File: src/rtl/arc_pkg.sv
package arc_pkg;
  localparam int DIR_RX = 0;
  localparam int DIR_TX = 1;

  localparam logic [7:0] OFS_EN      = 8'h00;
  localparam logic [7:0] OFS_BASE    = 8'h04;
  localparam logic [7:0] OFS_SIZE    = 8'h08;
  localparam logic [7:0] OFS_PROD    = 8'h0C;
  localparam logic [7:0] OFS_CONS    = 8'h10;
  localparam logic [7:0] OFS_SRST    = 8'h2C;
  localparam logic [7:0] OFS_TXCONST = 8'h58;
  localparam logic [7:0] OFS_MASK    = 8'h08;
  localparam logic [7:0] OFS_STAT    = 8'h0C;
  localparam int         PER_LSB     = 8;

  function automatic logic [7:0] bank_ofs(input int d);
    return (d == DIR_RX) ? 8'h14 : 8'h00;
  endfunction

  function automatic logic [7:0] cfg_ofs(input int d);
    return (d == DIR_RX) ? 8'h4C : 8'h54;
  endfunction
endpackage

File: src/rtl/arc_rst_sync.sv
module arc_rst_sync (
  input  logic clk,
  input  logic rst_n,
  output logic rst_sync_n
);
  logic [1:0] sync_q;

  always_ff @(posedge clk or negedge rst_n) begin
    if (!rst_n) sync_q <= 2'b00;
    else        sync_q <= {sync_q[0], 1'b1};
  end

  assign rst_sync_n = sync_q[1];
endmodule

File: src/rtl/arc_ring.sv
module arc_ring #(
  parameter int IDX_W   = 21,
  parameter int SIZE_W  = 22,
  parameter int PER_W   = 16,
  parameter int CHUNK   = 4,
  parameter bit HW_PROD = 1'b1
) (
  input  logic              clk,
  input  logic              rst_n,
  input  logic              soft_rst,
  input  logic              en,
  input  logic [SIZE_W-1:0] size,
  input  logic              sw_wr,
  input  logic [IDX_W-1:0]  sw_wdata,
  input  logic              cnt_en,
  input  logic [PER_W-1:0]  per_len,
  input  logic              hs_in,
  output logic              avail,
  output logic [IDX_W-1:0]  hw_idx,
  output logic [IDX_W-1:0]  sw_idx,
  output logic              period_hit
);
  localparam logic [IDX_W-1:0] CHUNK_L = IDX_W'(CHUNK);

  logic [IDX_W-1:0] mask, gap, hw_q, hw_d, sw_q, sw_d;
  logic [PER_W-1:0] cnt_q, cnt_d, cnt_inc;
  logic             step;

  assign mask = IDX_W'(size - SIZE_W'(1));
  assign gap  = (sw_q - hw_q) & mask;

  // Producer side keeps one chunk free; consumer side needs a whole chunk.
  generate
    if (HW_PROD) begin : g_prod
      assign avail = en && ((gap == '0) || (gap > CHUNK_L));
    end else begin : g_cons
      assign avail = en && (gap >= CHUNK_L);
    end
  endgenerate

  assign step       = avail && hs_in;
  assign cnt_inc    = PER_W'(cnt_q + PER_W'(1));
  assign period_hit = step && cnt_en && !soft_rst && (cnt_inc == per_len);

  always_comb begin
    hw_d  = hw_q;
    sw_d  = sw_q;
    cnt_d = cnt_q;
    if (soft_rst) begin
      hw_d  = '0;
      sw_d  = '0;
      cnt_d = '0;
    end else begin
      if (step)        hw_d  = (hw_q + CHUNK_L) & mask;
      if (sw_wr)       sw_d  = sw_wdata & mask;
      if (period_hit)  cnt_d = '0;
      else if (step && cnt_en) cnt_d = cnt_inc;
    end
  end

  always_ff @(posedge clk or negedge rst_n) begin
    if (!rst_n) begin
      hw_q  <= '0;
      sw_q  <= '0;
      cnt_q <= '0;
    end else begin
      hw_q  <= hw_d;
      sw_q  <= sw_d;
      cnt_q <= cnt_d;
    end
  end

  assign hw_idx = hw_q;
  assign sw_idx = sw_q;
endmodule

File: src/rtl/arc_irq.sv
module arc_irq (
  input  logic       clk,
  input  logic       rst_n,
  input  logic [1:0] hit,
  input  logic       clr_wr,
  input  logic [1:0] clr_bits,
  input  logic [1:0] mask,
  output logic [1:0] pend,
  output logic       irq
);
  logic [1:0] pend_q, pend_d;

  always_comb begin
    pend_d = pend_q;
    if (clr_wr) pend_d = pend_d & ~clr_bits;
    pend_d = pend_d | hit;
  end

  always_ff @(posedge clk or negedge rst_n) begin
    if (!rst_n) pend_q <= 2'b00;
    else        pend_q <= pend_d;
  end

  assign pend = pend_q;
  assign irq  = |(pend_q & mask);
endmodule

File: src/rtl/arc_regs.sv
module arc_regs
  import arc_pkg::*;
#(
  parameter int ADDR_W         = 32,
  parameter int IDX_W          = 21,
  parameter int SIZE_W         = 22,
  parameter int PER_W          = 16,
  parameter int TX_FETCH_BYTES = 16
) (
  input  logic              clk,
  input  logic              rst_n,
  input  logic              bus_sel,
  input  logic [7:0]        bus_addr,
  input  logic              bus_we,
  input  logic [31:0]       bus_wdata,
  output logic [31:0]       bus_rdata,
  input  logic [IDX_W-1:0]  hw_idx [2],
  input  logic [IDX_W-1:0]  sw_idx [2],
  input  logic [1:0]        pend,
  output logic [1:0]        en,
  output logic [ADDR_W-1:0] base [2],
  output logic [SIZE_W-1:0] size [2],
  output logic [1:0]        cnt_en,
  output logic [PER_W-1:0]  per_len [2],
  output logic [1:0]        irq_mask,
  output logic [1:0]        sw_wr,
  output logic [IDX_W-1:0]  sw_wdata,
  output logic [1:0]        srst,
  output logic              clr_wr,
  output logic [1:0]        clr_bits
);
  logic       wr_main, wr_irq;
  logic [1:0] mask_q, mask_d;

  assign wr_main  = bus_we && !bus_sel;
  assign wr_irq   = bus_we && bus_sel;
  assign sw_wdata = bus_wdata[IDX_W-1:0];
  assign clr_wr   = wr_irq && (bus_addr == OFS_STAT);
  assign clr_bits = bus_wdata[1:0];

  genvar d;
  generate
    for (d = 0; d < 2; d++) begin : g_dir
      localparam logic [7:0] BK  = bank_ofs(d);
      localparam logic [7:0] CF  = cfg_ofs(d);
      localparam logic [7:0] SWO = (d == DIR_RX) ? OFS_CONS : OFS_PROD;

      logic              en_q, en_d, cen_q, cen_d;
      logic [ADDR_W-1:0] base_q, base_d;
      logic [SIZE_W-1:0] size_q, size_d;
      logic [PER_W-1:0]  per_q, per_d;

      always_comb begin
        en_d   = en_q;
        base_d = base_q;
        size_d = size_q;
        cen_d  = cen_q;
        per_d  = per_q;
        if (wr_main) begin
          if (bus_addr == 8'(BK + OFS_EN))   en_d   = bus_wdata[0];
          if (bus_addr == 8'(BK + OFS_BASE)) base_d = bus_wdata[ADDR_W-1:0];
          if (bus_addr == 8'(BK + OFS_SIZE)) size_d = bus_wdata[SIZE_W-1:0];
          if (bus_addr == CF) begin
            cen_d = bus_wdata[0];
            per_d = bus_wdata[PER_LSB+PER_W-1:PER_LSB];
          end
        end
      end

      always_ff @(posedge clk or negedge rst_n) begin
        if (!rst_n) begin
          en_q   <= 1'b0;
          base_q <= '0;
          size_q <= '0;
          cen_q  <= 1'b0;
          per_q  <= '0;
        end else begin
          en_q   <= en_d;
          base_q <= base_d;
          size_q <= size_d;
          cen_q  <= cen_d;
          per_q  <= per_d;
        end
      end

      assign en[d]      = en_q;
      assign base[d]    = base_q;
      assign size[d]    = size_q;
      assign cnt_en[d]  = cen_q;
      assign per_len[d] = per_q;
      assign sw_wr[d]   = wr_main && (bus_addr == 8'(BK + SWO));
      assign srst[d]    = wr_main && (bus_addr == OFS_SRST) && bus_wdata[d];
    end
  endgenerate

  always_comb begin
    mask_d = mask_q;
    if (wr_irq && (bus_addr == OFS_MASK)) mask_d = bus_wdata[1:0];
  end

  always_ff @(posedge clk or negedge rst_n) begin
    if (!rst_n) mask_q <= 2'b00;
    else        mask_q <= mask_d;
  end

  assign irq_mask = mask_q;

  always_comb begin
    bus_rdata = '0;
    if (bus_sel) begin
      if (bus_addr == OFS_MASK)      bus_rdata[1:0] = mask_q;
      else if (bus_addr == OFS_STAT) bus_rdata[1:0] = pend;
    end else begin
      if (bus_addr == OFS_TXCONST)
        bus_rdata[PER_LSB+15:PER_LSB] = 16'(TX_FETCH_BYTES);
      for (int k = 0; k < 2; k++) begin
        if (bus_addr == 8'(bank_ofs(k) + OFS_EN))   bus_rdata = 32'(en[k]);
        if (bus_addr == 8'(bank_ofs(k) + OFS_BASE)) bus_rdata = 32'(base[k]);
        if (bus_addr == 8'(bank_ofs(k) + OFS_SIZE)) bus_rdata = 32'(size[k]);
        if (bus_addr == 8'(bank_ofs(k) + OFS_PROD))
          bus_rdata = 32'((k == DIR_RX) ? hw_idx[k] : sw_idx[k]);
        if (bus_addr == 8'(bank_ofs(k) + OFS_CONS))
          bus_rdata = 32'((k == DIR_RX) ? sw_idx[k] : hw_idx[k]);
        if (bus_addr == cfg_ofs(k))
          bus_rdata = (32'(per_len[k]) << PER_LSB) | 32'(cnt_en[k]);
      end
    end
  end
endmodule

File: src/rtl/audio_ring_ctrl.sv
module audio_ring_ctrl
  import arc_pkg::*;
#(
  parameter int ADDR_W         = 32,
  parameter int IDX_W          = 21,
  parameter int PER_W          = 16,
  parameter int RX_FRAME_BYTES = 4,
  parameter int TX_FETCH_BYTES = 16
) (
  input  logic              clk,
  input  logic              rst_n,
  input  logic              bus_sel,
  input  logic [7:0]        bus_addr,
  input  logic              bus_we,
  input  logic [31:0]       bus_wdata,
  output logic [31:0]       bus_rdata,
  input  logic              cap_valid,
  output logic              cap_ready,
  output logic [ADDR_W-1:0] cap_addr,
  output logic              play_req,
  input  logic              play_ack,
  output logic [ADDR_W-1:0] play_addr,
  output logic              irq
);
  localparam int SIZE_W = IDX_W + 1;

  logic              rst_sync_n;
  logic [IDX_W-1:0]  hw_idx [2];
  logic [IDX_W-1:0]  sw_idx [2];
  logic [1:0]        pend, en, cnt_en, irq_mask, sw_wr, srst, clr_bits, hit, avail, hs_in;
  logic [ADDR_W-1:0] base [2];
  logic [SIZE_W-1:0] size [2];
  logic [PER_W-1:0]  per_len [2];
  logic [IDX_W-1:0]  sw_wdata;
  logic              clr_wr;

  arc_rst_sync i_rst_sync (
    .clk        (clk),
    .rst_n      (rst_n),
    .rst_sync_n (rst_sync_n)
  );

  arc_regs #(
    .ADDR_W(ADDR_W), .IDX_W(IDX_W), .SIZE_W(SIZE_W),
    .PER_W(PER_W), .TX_FETCH_BYTES(TX_FETCH_BYTES)
  ) i_regs (
    .clk(clk), .rst_n(rst_sync_n),
    .bus_sel(bus_sel), .bus_addr(bus_addr), .bus_we(bus_we),
    .bus_wdata(bus_wdata), .bus_rdata(bus_rdata),
    .hw_idx(hw_idx), .sw_idx(sw_idx), .pend(pend),
    .en(en), .base(base), .size(size), .cnt_en(cnt_en), .per_len(per_len),
    .irq_mask(irq_mask), .sw_wr(sw_wr), .sw_wdata(sw_wdata), .srst(srst),
    .clr_wr(clr_wr), .clr_bits(clr_bits)
  );

  assign hs_in[DIR_RX] = cap_valid;
  assign hs_in[DIR_TX] = play_ack;

  genvar d;
  generate
    for (d = 0; d < 2; d++) begin : g_ring
      arc_ring #(
        .IDX_W(IDX_W), .SIZE_W(SIZE_W), .PER_W(PER_W),
        .CHUNK((d == DIR_RX) ? RX_FRAME_BYTES : TX_FETCH_BYTES),
        .HW_PROD(d == DIR_RX)
      ) i_ring (
        .clk(clk), .rst_n(rst_sync_n), .soft_rst(srst[d]), .en(en[d]),
        .size(size[d]), .sw_wr(sw_wr[d]), .sw_wdata(sw_wdata),
        .cnt_en(cnt_en[d]), .per_len(per_len[d]), .hs_in(hs_in[d]),
        .avail(avail[d]), .hw_idx(hw_idx[d]), .sw_idx(sw_idx[d]),
        .period_hit(hit[d])
      );
    end
  endgenerate

  arc_irq i_irq (
    .clk(clk), .rst_n(rst_sync_n), .hit(hit), .clr_wr(clr_wr),
    .clr_bits(clr_bits), .mask(irq_mask), .pend(pend), .irq(irq)
  );

  assign cap_ready = avail[DIR_RX];
  assign play_req  = avail[DIR_TX];
  assign cap_addr  = base[DIR_RX] + ADDR_W'(hw_idx[DIR_RX]);
  assign play_addr = base[DIR_TX] + ADDR_W'(hw_idx[DIR_TX]);
endmodule

File: config.mk
export PLATFORM = sky130hd
export DESIGN_NAME = audio_ring_ctrl
export DESIGN_NICKNAME = d
export VERILOG_FILES = /design/src/rtl/arc_pkg.sv /design/src/rtl/arc_rst_sync.sv /design/src/rtl/arc_ring.sv /design/src/rtl/arc_irq.sv /design/src/rtl/arc_regs.sv /design/src/rtl/audio_ring_ctrl.sv
export SDC_FILE = /design/constraint.sdc
export NUM_CORES = 1
export LEC_CHECK = 0
export BUFFER_PORTS_ARGS = -buffer_cell sky130_fd_sc_hd__clkbuf_2
export CAP_MARGIN = 10
export CELL_PAD_IN_SITES_DETAIL_PLACEMENT = 0
export CELL_PAD_IN_SITES_GLOBAL_PLACEMENT = 2
export CORE_MARGIN = 2
export CORE_UTILIZATION = 36
export CTS_BUF_LIST = sky130_fd_sc_hd__clkbuf_8
export DETAILED_ROUTE_END_ITERATION = 12
export PLACE_DENSITY_LB_ADDON = 0.1
export SETUP_SLACK_MARGIN = 0.1
export SKIP_LAST_GASP = 1
export SYNTH_ARGS = -nofsm -noshare
export SYNTH_HDL_FRONTEND = slang
export SYNTH_SLANG_ARGS = --single-unit
File: constraint.sdc
create_clock -name clk -period 7.7 [get_ports clk]
set_clock_uncertainty 0.2 [all_clocks]
set_input_delay 0.77 -clock clk [delete_from_list [all_inputs] [get_ports clk]]
set_output_delay 0.77 -clock clk [all_outputs]
set_load 0.005 [all_outputs]
==> results_dict.tcl <==
set metrics [dict create \
    grt.total_usage_pct 26.7 \
    yosysSeqAreaShare_pct 35.4 \
    maxSlewViolCount 0 \
    avgRoutedWirePerCell_um 25.0 \
    fin_cells 2901 \
    ys_ff_latch 266 \
    final_util_pct 41.6 \
    place_ws_ns 1.73 \
    drive_above_1_share_pct 19.4 \
    whs_path_depth 0 \
    grt_pass1_vias 16800 \
    fp.dieH_um 233 \
    place_area_mm2 0.0203 \
    cp_data_required_time_ns 6.73 \
    cts_tree "yes" \
    holdPathEnd "i_rst_sync.sync_q[1]" \
    antenna_found_initial 1 \
    cp_max_fo 21 \
    setup-violations-final 0 \
    critPathArrivalTime_ns 5.11 \
    reg2reg_from "i_regs.g_dir[1].size_q[5]" \
    finalSetupTns_ns 0 \
    core_mm2 0.0515 \
    clkTransAtPathRegs_ns 0.06 \
    syn_inst 2049 \
    die_w_um 233 \
    fmax_mhz 165 \
    max_cap_violations 0 \
    drt-initial-drc-count 1440 \
    timing.final.ws_setup_ns 1.62 \
    p_per_area_mw_per_mm2 174 \
    yosysUniqueCellTypes 82 \
    start_util_pct 36.5 \
    areaGrowthSynthToFinish_pct 14.0 \
    worstSetupStartpointType "input port" \
    clock_tree.root_cell "clkbuf_8" \
    grt_first_pass_wirelength_um 109000 \
    placed_cells 2808 \
    relSlewSlack_pct 15.7 \
    vias 17200 \
    synthesis.area_mm2 0.0188 \
    syn_avg_cell_area_um2 9.18 \
    r2r_slack_ns 2.42 \
    fin_area_mm2 0.0214 \
    gr-total-overflow 0 \
    ir_drop_v 0.000156 \
    synthFlopType "dfrtp_1" \
    portBuffers 144 \
    worstSkewPairLatency_ns 0.64 \
    nets 2321 \
    drt-vias-per-instance 5.94 \
    hold_path_class "reg -> reg" \
    cts_setup_buffers 0 \
    fin_hold_ws_ns 0.148 \
    async_flop_share_pct 100 \
    hold_viol_final 0 \
    status "completed" \
    grt_max_degree 140 \
    worst_pin_slew_ns 1.26 \
    p_leak_nw 10.2 \
    die_area_mm2 0.0541 \
    drc 0 \
    yosys_warnings 0 \
    power.total_mw 3.74 \
    dpl.hpwl_um 54700 \
    crit_type "in -> out" \
    min-delay-start "i_rst_sync.sync_q[0]" \
    fill_cells 5264 \
    drt_pre_antenna_iters 9 \
    diodes 0 \
    cts.sinks 266 \
    rsz0062_at_grt "false" \
    synth-edff-count 0 \
    syn_nets 2187 \
    num_io_pins 145 \
    max-clock-path-buffers 3 \
    wirelength_um 72400 \
    cts-buffers-inserted 50 \
    r2r-end "g_ring[1].i_ring.cnt_q[12]" \
    fin_crit_ns 6.08 \
    r2r_cells 11 \
    fin_crit_sh_pct 78.9 \
    h-tree-depth 2 \
    rows 83 \
    antenna_left 0 \
    place.gp.congestion 0.866 \
    worst_setup_path_end_kind "output pin" \
]
==> critical path, stage by stage <==
cell and delay [ns]:
clkbuf_2 0.14, nor4b_1 0.68, buf_4 0.27, nand3_1 0.81
nand2_1 1.23, a221o_1 0.22, o221ai_1 0.21, nand3_1 0.21
o21ai_0 0.10, a21oi_1 0.27, clkbuf_2 0.17
==> area by class of cell <==
cell class	count	area, um2	area share [%]
tap	680	851	3.97
clock buffer	68	936	4.36
sequential	266	6660	31.1
inverter	87	327	1.52
multi-input combinational	1603	11500	53.7
timing repair buffer	175	991	4.62
clock inverter	22	176	0.822
==> routing by layer <==
| metal | track usage (%) | vias up | part of all wire [%] |
|---|---|---|---|
| li1 | - | 7938 | - |
| met1 | 36.1 | 8670 | 44 |
| met2 | 44.5 | 501 | 48 |
| met3 | 2.79 | 114 | 4.7 |
| met4 | 9.34 | 0 | 3.4 |
| met5 | 0 | - | 0 |
==> cell usage in the layout (no fill, tap or decap), drive strengths merged, types with 19 or more instances in the layout <==
| cell type | count |
|---|---|
| nand4 | 38 |
| nor2 | 131 |
| a21o | 32 |
| mux2 | 147 |
| nand2 | 158 |
| nor2b | 24 |
| a22oi | 33 |
| nor3 | 49 |
| nand3 | 73 |
| xor2 | 66 |
| dfrtp | 266 |
| and3 | 34 |
| a221oi | 25 |
| xnor2 | 97 |
| inv | 96 |
| a32o | 29 |
| a31oi | 28 |
| or3 | 19 |
| clkbuf | 212 |
| buf | 29 |
| a21oi | 112 |
| nand2b | 21 |
| ha | 88 |
| o21ai | 110 |
==> registers in the layout, indices dropped and copies added (netlist names) <==
name,count
g_ring.i_ring.cnt_q,32
g_ring.i_ring.hw_idx,42
g_ring.i_ring.sw_idx,42
i_irq.pend,2
i_regs.g_dir.base_q,64
i_regs.g_dir.cen_q,2
i_regs.g_dir.en_q,2
i_regs.g_dir.per_q,32
i_regs.g_dir.size_q,44
i_regs.irq_mask,2
i_rst_sync.sync_q,2
==> cells by family after synthesis <==
family | count (synthesis) | synth area share, %
AO/OA/AOI/OAI | 556 | 20.6
XOR/XNOR | 163 | 7.59
adder cells (fa/ha/maj) | 92 | 6.28
buffers and inverters | 180 | 3.74
flip-flops | 266 | 35.4
multiplexers | 157 | 9.33
other | 1 | 0.0199
AND/OR/NAND/NOR | 634 | 17.1
==> timing repair <==
item / in CTS / in global routing
hold buffers: 2 / 0
hold endpoints to repair: 5 / 0
resized for setup: 0 / 0
==> cells in the mapped netlist (7+ instances only) <==
cell | number | area (um2)
mux2i_1 | 10 | 100
a21oi_1 | 112 | 561
xor2_1 | 66 | 578
or2_2 | 7 | 43.8
or4_1 | 11 | 82.6
a22oi_1 | 33 | 248
nor3_1 | 49 | 245
nor2_1 | 130 | 488
a221oi_1 | 25 | 219
nor2b_1 | 24 | 150
o22ai_1 | 12 | 75.1
a211oi_1 | 11 | 82.6
mux2_2 | 147 | 1660
and2_1 | 16 | 100
clkbuf_1 | 72 | 270
nand3b_1 | 7 | 52.6
and3_1 | 34 | 213
nand3_1 | 73 | 365
xnor2_1 | 97 | 850
o21bai_1 | 9 | 67.6
o31ai_1 | 10 | 75.1
a222oi_1 | 14 | 140
nand2_1 | 158 | 593
nor3b_1 | 7 | 52.6
buf_1 | 13 | 48.8
nand4_1 | 38 | 238
o21a_1 | 11 | 82.6
o221ai_1 | 18 | 158
a31oi_1 | 27 | 169
a21boi_0 | 10 | 75.1
nor4_1 | 17 | 106
a22o_1 | 12 | 105
dfrtp_1 | 266 | 6660
a221o_1 | 11 | 110
nand2b_1 | 21 | 131
a21o_1 | 32 | 240
o211ai_1 | 11 | 82.6
ha_1 | 88 | 1100
inv_1 | 87 | 327
o21ai_0 | 109 | 546
a32o_1 | 29 | 290
or3_1 | 19 | 119
o2111ai_1 | 8 | 70.1
==> power by group <==
part	internal [mW]	switching [mW]
clock	0.885	0.668
combinational	0.257	0.420
sequential	1.44	0.0683
==> worst max-delay path by stage <==
stage | start | to | slack, ns | cells past startpoint
2_1_floorplan | i_rst_sync.sync_q[1] | g_ring[0].i_ring.cnt_q[0] | 3.14 | 0
3_3_place_gp | bus_addr[4] | bus_rdata[10] | 1.76 | 11
3_5_place_dp | bus_addr[4] | bus_rdata[10] | 1.73 | 11
4_1_cts | bus_addr[4] | bus_rdata[10] | 1.72 | 11
5_1_grt | bus_addr[4] | bus_rdata[17] | 1.47 | 11
6_report | bus_addr[4] | bus_rdata[18] | 1.62 | 11
Note: power is estimated with default switching activity, not from simulation.
